`src/rtl/flash_cksum_pkg.sv`:
```
package flash_cksum_pkg;
  localparam logic [7:0] OFS_STAT = 8'h08;
  localparam logic [7:0] OFS_CTRL = 8'h80;
  localparam logic [7:0] OFS_ADDR = 8'h84;
  localparam logic [7:0] OFS_LEN  = 8'h8C;
  localparam logic [7:0] OFS_SUM  = 8'h90;

  localparam int CTRL_EN   = 0;
  localparam int CTRL_WDIR = 1;
  localparam int CTRL_SUM  = 2;
  localparam int CTRL_CAL  = 3;
  localparam int DIV_LSB   = 4;
  localparam int DLY_LSB   = 8;
  localparam int CODE_W    = 4;
  localparam int CTRL_W    = 12;

  localparam int STAT_IE   = 3;
  localparam int STAT_DONE = 11;

  typedef struct packed {
    logic start;
    logic take;
  } dpStrobe_t;

  typedef enum logic {ST_IDLE, ST_RUN} engState_t;
endpackage

```
`src/rtl/cksum_datapath.sv`:
```
module cksum_datapath
  import flash_cksum_pkg::*;
#(
  parameter int ADDR_W = 32,
  parameter int DATA_W = 32,
  parameter int CNT_W  = 30
) (
  input  logic              clk,
  input  logic              rst,
  input  dpStrobe_t         strobe,
  input  logic [ADDR_W-1:0] baseAddr,
  input  logic [CNT_W-1:0]  wordCount,
  input  logic [DATA_W-1:0] rdData,
  output logic [ADDR_W-1:0] curAddr,
  output logic              remZero,
  output logic [DATA_W-1:0] sumVal
);
  localparam logic [ADDR_W-1:0] STEP = ADDR_W'(DATA_W / 8);

  logic [CNT_W-1:0] wordsLeft;

  always_ff @(posedge clk) begin
    if (rst) begin
      curAddr   <= '0;
      wordsLeft <= '0;
      sumVal    <= '0;
    end else if (strobe.start) begin
      curAddr   <= baseAddr;
      wordsLeft <= wordCount;
      sumVal    <= '0;
    end else if (strobe.take) begin
      curAddr   <= curAddr + STEP;
      wordsLeft <= wordsLeft - 1'b1;
      sumVal    <= sumVal + rdData;
    end
  end

  assign remZero = (wordsLeft == '0);

  AST_TAKE_NEEDS_WORDS: assert property (@(posedge clk) disable iff (rst)
    strobe.take |-> !remZero) else $error("take with no words left");
endmodule

```
`src/rtl/cksum_ctrl.sv`:
```
module cksum_ctrl
  import flash_cksum_pkg::*;
#(
  parameter int ADDR_W = 32,
  parameter int DATA_W = 32,
  parameter int LEN_W  = 32,
  parameter int REG_AW = 8
) (
  input  logic              clk,
  input  logic              rst,
  input  logic              regWr,
  input  logic [REG_AW-1:0] regAddr,
  input  logic [DATA_W-1:0] regWrData,
  input  logic              rdAck,
  input  logic              remZero,
  output dpStrobe_t         strobe,
  output logic              rdReq,
  output logic              busy,
  output logic [CTRL_W-1:0] ctrlReg,
  output logic [ADDR_W-1:0] baseReg,
  output logic [LEN_W-1:0]  lenReg,
  output logic              done,
  output logic              irqEn
);
  engState_t state;

  logic selCtrl, ctrlZero, stopWr, acceptCtrl, startRun;

  assign busy       = (state == ST_RUN);
  assign selCtrl    = regWr && (regAddr == REG_AW'(OFS_CTRL));
  assign ctrlZero   = (regWrData == '0);
  assign stopWr     = selCtrl && ctrlZero;
  assign acceptCtrl = selCtrl && (!busy || ctrlZero);
  assign startRun   = acceptCtrl && !ctrlReg[CTRL_EN] &&
                      regWrData[CTRL_EN] && !regWrData[CTRL_WDIR];

  assign rdReq        = busy && !remZero;
  assign strobe.start = startRun;
  assign strobe.take  = rdReq && rdAck && !stopWr;

  always_ff @(posedge clk) begin
    if (rst) begin
      state   <= ST_IDLE;
      ctrlReg <= '0;
      baseReg <= '0;
      lenReg  <= '0;
      done    <= 1'b0;
      irqEn   <= 1'b0;
    end else begin
      if (acceptCtrl) ctrlReg <= regWrData[CTRL_W-1:0];
      if (regWr && regAddr == REG_AW'(OFS_ADDR)) baseReg <= regWrData[ADDR_W-1:0];
      if (regWr && regAddr == REG_AW'(OFS_LEN))  lenReg  <= regWrData[LEN_W-1:0];
      if (regWr && regAddr == REG_AW'(OFS_STAT)) begin
        irqEn <= regWrData[STAT_IE];
        if (regWrData == '0) done <= 1'b0;
      end
      case (state)
        ST_IDLE: if (startRun) state <= ST_RUN;
        ST_RUN: begin
          if (stopWr) state <= ST_IDLE;
          else if (remZero) begin
            state <= ST_IDLE;
            done  <= 1'b1;
          end
        end
        default: state <= ST_IDLE;
      endcase
    end
  end

  AST_BUSY_WRITE_IGNORED: assert property (@(posedge clk) disable iff (rst)
    (busy && selCtrl && !ctrlZero) |=> $stable(ctrlReg)) else $error("busy write took effect");
  AST_STOP_CLEARS: assert property (@(posedge clk) disable iff (rst)
    stopWr |=> (!rdReq && ctrlReg == '0)) else $error("stop did not halt");
  AST_LAST_WORD_DONE: assert property (@(posedge clk) disable iff (rst)
    (busy && remZero && !stopWr) |=> (done && !busy)) else $error("no completion");
  AST_WDIR_NO_START: assert property (@(posedge clk) disable iff (rst)
    (!busy && selCtrl && regWrData[CTRL_WDIR]) |=> !busy) else $error("write dir started");
endmodule

```
`src/rtl/flash_cksum_engine.sv`:
```
module flash_cksum_engine
  import flash_cksum_pkg::*;
#(
  parameter int ADDR_W = 32,
  parameter int DATA_W = 32,
  parameter int LEN_W  = 32,
  parameter int REG_AW = 8
) (
  input  logic              clk,
  input  logic              rst,
  input  logic              regWr,
  input  logic [REG_AW-1:0] regAddr,
  input  logic [DATA_W-1:0] regWrData,
  output logic [DATA_W-1:0] regRdData,
  output logic              rdReq,
  output logic [ADDR_W-1:0] rdAddr,
  input  logic              rdAck,
  input  logic [DATA_W-1:0] rdData,
  output logic              calActive,
  output logic [CODE_W-1:0] calDivisor,
  output logic [CODE_W-1:0] calDelay,
  output logic              irq
);
  localparam int BYTE_SHIFT = $clog2(DATA_W / 8);
  localparam int CNT_W      = LEN_W - BYTE_SHIFT;

  dpStrobe_t         strobe;
  logic              busy, remZero, done, irqEn;
  logic [CTRL_W-1:0] ctrlReg;
  logic [ADDR_W-1:0] baseReg;
  logic [LEN_W-1:0]  lenReg;
  logic [DATA_W-1:0] sumVal;

  cksum_ctrl #(.ADDR_W(ADDR_W), .DATA_W(DATA_W), .LEN_W(LEN_W), .REG_AW(REG_AW)) uCtrl (
    .clk(clk), .rst(rst), .regWr(regWr), .regAddr(regAddr), .regWrData(regWrData),
    .rdAck(rdAck), .remZero(remZero), .strobe(strobe), .rdReq(rdReq), .busy(busy),
    .ctrlReg(ctrlReg), .baseReg(baseReg), .lenReg(lenReg), .done(done), .irqEn(irqEn)
  );

  cksum_datapath #(.ADDR_W(ADDR_W), .DATA_W(DATA_W), .CNT_W(CNT_W)) uDp (
    .clk(clk), .rst(rst), .strobe(strobe), .baseAddr(baseReg),
    .wordCount(lenReg[LEN_W-1:BYTE_SHIFT]), .rdData(rdData),
    .curAddr(rdAddr), .remZero(remZero), .sumVal(sumVal)
  );

  always_comb begin
    regRdData = '0;
    case (regAddr)
      REG_AW'(OFS_CTRL): regRdData = DATA_W'(ctrlReg);
      REG_AW'(OFS_ADDR): regRdData = DATA_W'(baseReg);
      REG_AW'(OFS_LEN):  regRdData = DATA_W'(lenReg);
      REG_AW'(OFS_SUM):  regRdData = sumVal;
      REG_AW'(OFS_STAT): begin
        regRdData[STAT_DONE] = done;
        regRdData[STAT_IE]   = irqEn;
      end
      default: regRdData = '0;
    endcase
  end

  assign calActive  = ctrlReg[CTRL_CAL];
  assign calDivisor = ctrlReg[DIV_LSB +: CODE_W];
  assign calDelay   = ctrlReg[DLY_LSB +: CODE_W];
  assign irq        = done && irqEn;

  logic stopping;
  assign stopping = regWr && (regAddr == REG_AW'(OFS_CTRL)) && (regWrData == '0);

  AST_REQ_HOLD: assert property (@(posedge clk) disable iff (rst)
    (rdReq && !rdAck && !stopping) |=> (rdReq && $stable(rdAddr))) else $error("request dropped");
  AST_IRQ_NEEDS_ENABLE: assert property (@(posedge clk) disable iff (rst)
    irq |-> regAddr == regAddr && irqEn) else $error("irq without enable");
endmodule

```
`config.mk`:
```
export PLATFORM = sky130hd
export DESIGN_NAME = flash_cksum_engine
export DESIGN_NICKNAME = d
export VERILOG_FILES = /design/src/rtl/flash_cksum_pkg.sv /design/src/rtl/cksum_datapath.sv /design/src/rtl/cksum_ctrl.sv /design/src/rtl/flash_cksum_engine.sv
export SDC_FILE = /design/constraint.sdc
export NUM_CORES = 1
export LEC_CHECK = 0
export ABC_CLOCK_PERIOD_IN_PS = 4550
export BUFFER_PORTS_ARGS = -buffer_cell sky130_fd_sc_hd__buf_2
export CELL_PAD_IN_SITES_DETAIL_PLACEMENT = 1
export CELL_PAD_IN_SITES_GLOBAL_PLACEMENT = 1
export CORE_ASPECT_RATIO = 0.6
export CORE_MARGIN = 2
export CORE_UTILIZATION = 42
export DETAILED_ROUTE_END_ITERATION = 7
export HOLD_SLACK_MARGIN = 0.08
export PLACE_DENSITY = 0.88
export REMOVE_ABC_BUFFERS = 1
export SLEW_MARGIN = 20
export SYNTH_ARGS = -nofsm -noshare
export SYNTH_HDL_FRONTEND = slang
export SYNTH_SLANG_ARGS = --single-unit
```
`constraint.sdc`:
```
create_clock -name clk -period 4.55 [get_ports clk]
set_input_delay 0.91 -clock clk [delete_from_list [all_inputs] [get_ports clk]]
set_output_delay 0.91 -clock clk [all_outputs]
set_load 0.05 [all_outputs]
```
After elaboration in Yosys (flattened, before gate mapping)
Index checks and enable logic that the tools add are counted.

word-level totals
  output and inout port bits = 75
  bits in registers = 173

operators by class
  bitwise logic cells = 1
  add/sub/neg operators = 3
  equality and inequality tests = 5
  multiplexer cells = 18
  reductions and logical operators = 23

operators with widths
  kind                                                count
  2-to-1 mux 32 bit                                   2
  2-to-1 mux 30 bit                                   2
  case mux 20 bit (3 select lines)                    1
  adder 32 x 3 -> 32 bit, second input constant       1
  adder 32 bit                                        1
  == test 8 bit, second input constant                4
  logical NOT 32 bit                                  1
  logical NOT 30 bit                                  1
  subtractor 30 x 1 -> 30 bit, second input constant  1
  case mux 7 bit (4 select lines)                     1
  logical AND 1 bit                                   13
  case mux 3 bit (4 select lines)                     1
  case mux 1 bit (5 select lines)                     2
  == test 8 x 4 -> 1 bit, second input constant       1
  2-to-1 mux 1 bit                                    8
  logical NOT 1 bit                                   5
  case mux 1 bit (2 select lines)                     1
  nonzero test 2 bit                                  1
  OR reduction 2 bit                                  1
  logical OR 1 bit                                    1
  inverter 1 bit                                      1

Logic depth before layout (Yosys ltp)
  word-level depth = 8
  gate-level depth with buffers = 12

Cells and area by module
Synthesis repeated with hierarchy kept, for this count alone.

unflattened totals
  cell total of the unflattened synthesis = 1243
  area total of the unflattened synthesis = 9729.3 um2

modules (own cells, without submodules)
  module              times used  sequential area each (um2)  area an instance (um2)  cells an instance
  cksum_datapath      1           1881.8                      5750.5                  725
  cksum_ctrl          1           1581.5                      3209.3                  397
  flash_cksum_engine  1           0.0                         769.5                   121

Worst setup path before layout
No wires, ideal clock.

  kind = input-to-output
  from = input regAddr[1]
  to = output regRdData[10]
  path slack = 0.719 ns
  arrival time = 2.921 ns
  cell stages on the path = 6
  cell sequence = nor4_2 > nand2_1 > nor4b_1 > clkbuf_1 > a22oi_1 > o21ai_0

between the ends
  word-level cells in the longest chain between the ends = 2

ends and longest elaborated chain
  element                              line                      RTL
  start, declared                      flash_cksum_engine.sv:12  input logic [REG_AW-1:0] regAddr,
  == test 8 bit                        flash_cksum_engine.sv:48  case (regAddr)
  case mux 7 bit (4 select lines) (*)  flash_cksum_engine.sv:48
  end, declared                        flash_cksum_engine.sv:14  output logic [DATA_W-1:0] regRdData,

Every way passes the cells marked *; elsewhere a longest branch is shown, timed or not.

Worst setup path in the final report
  from = input regAddr[1]
  to = output regRdData[22]

between the ends
  word-level cells in the longest chain between the ends = 2

ends and longest elaborated chain
  element                               line
  == test 8 bit                         flash_cksum_engine.sv:48
  case mux 20 bit (3 select lines) (*)  flash_cksum_engine.sv:48

Marks and branches as above.

==> flow_metrics.env <==
export IMPL_antenna_found_initial=1
export IMPL_die_x_um=201
export IMPL_whs_ns=0.460
export IMPL_worstSetupPathType="input pin to output port"
export IMPL_drcViolationCount=0
export IMPL_dpl_hpwl_um=26100
export IMPL_cts_resized=0
export IMPL_wl_met1_um=17000
export IMPL_setup_viol=0
export IMPL_r2r_end="uDp.wordsLeft[12]"
export IMPL_synth_async_reset_ratio_pct=0
export IMPL_drive_above_1_share_pct=15.6
export IMPL_grt_ovfl_total=0
export IMPL_ir_worst_vdd_uv=280
export IMPL_cts_clk_slew_worst_paths_ns=0.07
export IMPL_ys_seq_area_share_pct=35.4
export IMPL_die_h_um=122
export IMPL_areaGrowthSynthToFinish_pct=15.5
export IMPL_dr_first_iter_drc_count=931
export IMPL_cts_sinks=173
export IMPL_grt_pass1_wl_um=57600
export IMPL_core_area_um2=23000
export IMPL_wl_per_cell_um=21.4
export IMPL_fin_util_pct=49.2
export IMPL_status="finished clean"
export IMPL_worstHoldStart="uCtrl.lenReg[0]"
export IMPL_cts_tree="yes"
export IMPL_cts_root_buffer="clkbuf_16"
export IMPL_power_density_nw_per_um2=283
export IMPL_clk_latency_ns=0.45
export IMPL_synthCells=1287
export IMPL_multi_input_area_um2=5890
export IMPL_grt_usage_pct=29.9
export IMPL_whs_endpoint="uCtrl.lenReg[0]"
export IMPL_portBuffers=150
export IMPL_p_total_mw=3.20
export IMPL_dr_max_layer_used="met4"
export IMPL_synth_area_um2=9790
export IMPL_worst_slew_pin_slew_ns=1.09
export IMPL_ys_dominant_reg_cell="dfxtp_1"
export IMPL_ys_warn_count=0
export IMPL_layout_commonest_cell="nand2_1"
export IMPL_rsz0062_at_grt="no"
export IMPL_ff_latch_area_um2=3460
export IMPL_maxSlewHeadroom_pct=26.9
export IMPL_synth_edf_count=0
export IMPL_holdBufCountCts=0
export IMPL_min_path_type="flop to flop"
export IMPL_wl_met3_um=2470
export IMPL_arrival_ns=2.95
export IMPL_worstSetupEndpointType="output port"
export IMPL_drv_cap=0
export IMPL_fin_skew_ns=0.0122
export IMPL_io_pins=151
export IMPL_met2_length_um=16600
export IMPL_clock_path_buffers=2
export IMPL_fmax_mhz=259
export IMPL_cts_buffers_inserted=17
export IMPL_rrSetupSlack_ns=1.01
export IMPL_final_period_utilization_pct=84.7
export IMPL_firstDrtPassIters=5
export IMPL_ys_ff_latch=173
export IMPL_viasPerCell=6.10
export IMPL_worst_path_max_fanout=21
export IMPL_start_util_pct=42.6
export IMPL_avgSynthCellArea_um2=7.60
export IMPL_min_path_cells=2
export IMPL_cp_start_kind="input pin"
export IMPL_wl_um=36800
export IMPL_fillers=2892
export IMPL_grt_start_max_net_pins=87
export IMPL_gp_congestion=0.864
export IMPL_dieArea_um2=24600
export IMPL_reg2reg_depth=10
export IMPL_cts_setup_buffers=0
export IMPL_fp_row_count=43
export IMPL_layout_min_cycle_time_ns=3.86
export IMPL_finalHoldViolations=0
export IMPL_synth_distinct_cells=74
export IMPL_reg2reg_from="uDp.wordsLeft[0]"
export IMPL_worstPathRequired_ns=3.64
export IMPL_grt_pass1_vias=10310
export IMPL_power_leakage_nw=4.44
export IMPL_final_antenna_net_count=0
export IMPL_final_cell_mix="269 x nand2_1, 173 x dfxtp_1, 164 x a21oi_1"
export IMPL_htree_levels=4
export IMPL_slew_violations=0
export IMPL_vias=10494
export IMPL_fin_nets=1501
==> report_power, final <==
group | internal [mW] | switching, mW
clock network | 0.879 | 0.632
logic | 0.0574 | 0.112
registers | 1.51 | 0.000859
total | 2.45 | 0.745
==> synthesized netlist by cell type, drive strengths merged, types with 7 or more instances <==
master    n  area share, %
nor3b     8           0.66
dfxtp   173             35
a221oi   14            1.3
o311ai    8           0.72
a31oi    15           0.96
a21oi   165            8.5
a222oi   12            1.2
nand4     9           0.58
o211ai   11           0.84
inv      13           0.50
nor3     31            1.6
xnor2    12            1.1
or3      12           0.82
mux2i    52            5.3
clkbuf   50            1.9
nor4     19            1.5
nor2     98            3.8
o21ai    85            4.3
buf      37            2.2
nand2   270             10
a21o     16            1.2
and2      9           0.58
nand3    33            1.7
a22oi    12           0.92
xor2      7           0.63
and3     13           0.83
ha       33            4.2
==> layer usage <==
| metal | track usage (%) | up-vias |
|---|---|---|
| met1 | 41.6 | 5210 |
| met3 | 4.65 | 47 |
| li1 | - | 4851 |
| met5 | 0 | - |
| met4 | 9.07 | 0 |
| met2 | 48.2 | 386 |
==> layout make-up <==
cell class	instances	share of cell area [%]
multi-input combinational	1014	52.1
sequential	173	30.6
timing repair buffer	172	8.12
clock buffer	26	4.50
tap	315	3.49
clock inverter	5	0.708
inverter	13	0.432
antenna	1	0.0221
==> worst max-delay path by stage <==
stage	to	slack, ns	start	depth (start not counted)
6_report	regRdData[22]	0.69	regAddr[1]	8
5_1_grt	regRdData[9]	0.52	regAddr[1]	8
4_1_cts	regRdData[22]	0.72	regAddr[1]	8
3_5_place_dp	uDp.sumVal[24]	0.61	rdData[0]	11
3_3_place_gp	uDp.curAddr[7]	0.64	regWrData[16]	9
2_1_floorplan	uDp.sumVal[16]	-2.27	regWrData[16]	8
==> through the flow <==
step | setup TNS [ns] | setup slack (ns) | instances | cell area (um^2)
after floorplan | -131.65 | -2.27 | 1200 | 9380
after global routing | 0 | 0.525 | 1718 | 11300
final | 0 | 0.695 | 1719 | 11300
after CTS | 0 | 0.723 | 1718 | 11300
after global placement | 0 | 0.641 | 1687 | 10700
after detailed placement | 0 | 0.614 | 1687 | 10700
==> flip-flops by register name, summed over array words and instances (netlist names) <==
signal and count:
uCtrl.busy 1, uCtrl.baseReg 32, uDp.curAddr 32, uDp.wordsLeft 30, uCtrl.ctrlReg 12, uDp.sumVal 32
uCtrl.done 1, uCtrl.irqEn 1, uCtrl.lenReg 32
==> worst max-delay path: stages <==
cell	delay, ns
buf_2	0.10
nor4_2	0.48
nand2_1	0.16
nor4b_2	0.36
buf_4	0.32
nand2_1	0.09
o21ai_0	0.17
buf_2	0.34
==> cell families (layout without fill, tap and decap cells) <==
| logic type | Yosys count | after routing | share of synthesized area [%] |
|---|---|---|---|
| buf+inv | 100 | 216 | 4.65 |
| compound gates | 379 | 379 | 23.8 |
| xor+xnor | 19 | 19 | 1.70 |
| flops | 173 | 173 | 35.4 |
| fa+ha+maj | 34 | 34 | 4.42 |
| mux | 53 | 53 | 5.47 |
| simple gates | 529 | 529 | 24.6 |
| other cells | 0 | 1 | 0 |
Power figures use the tool's default switching activity.
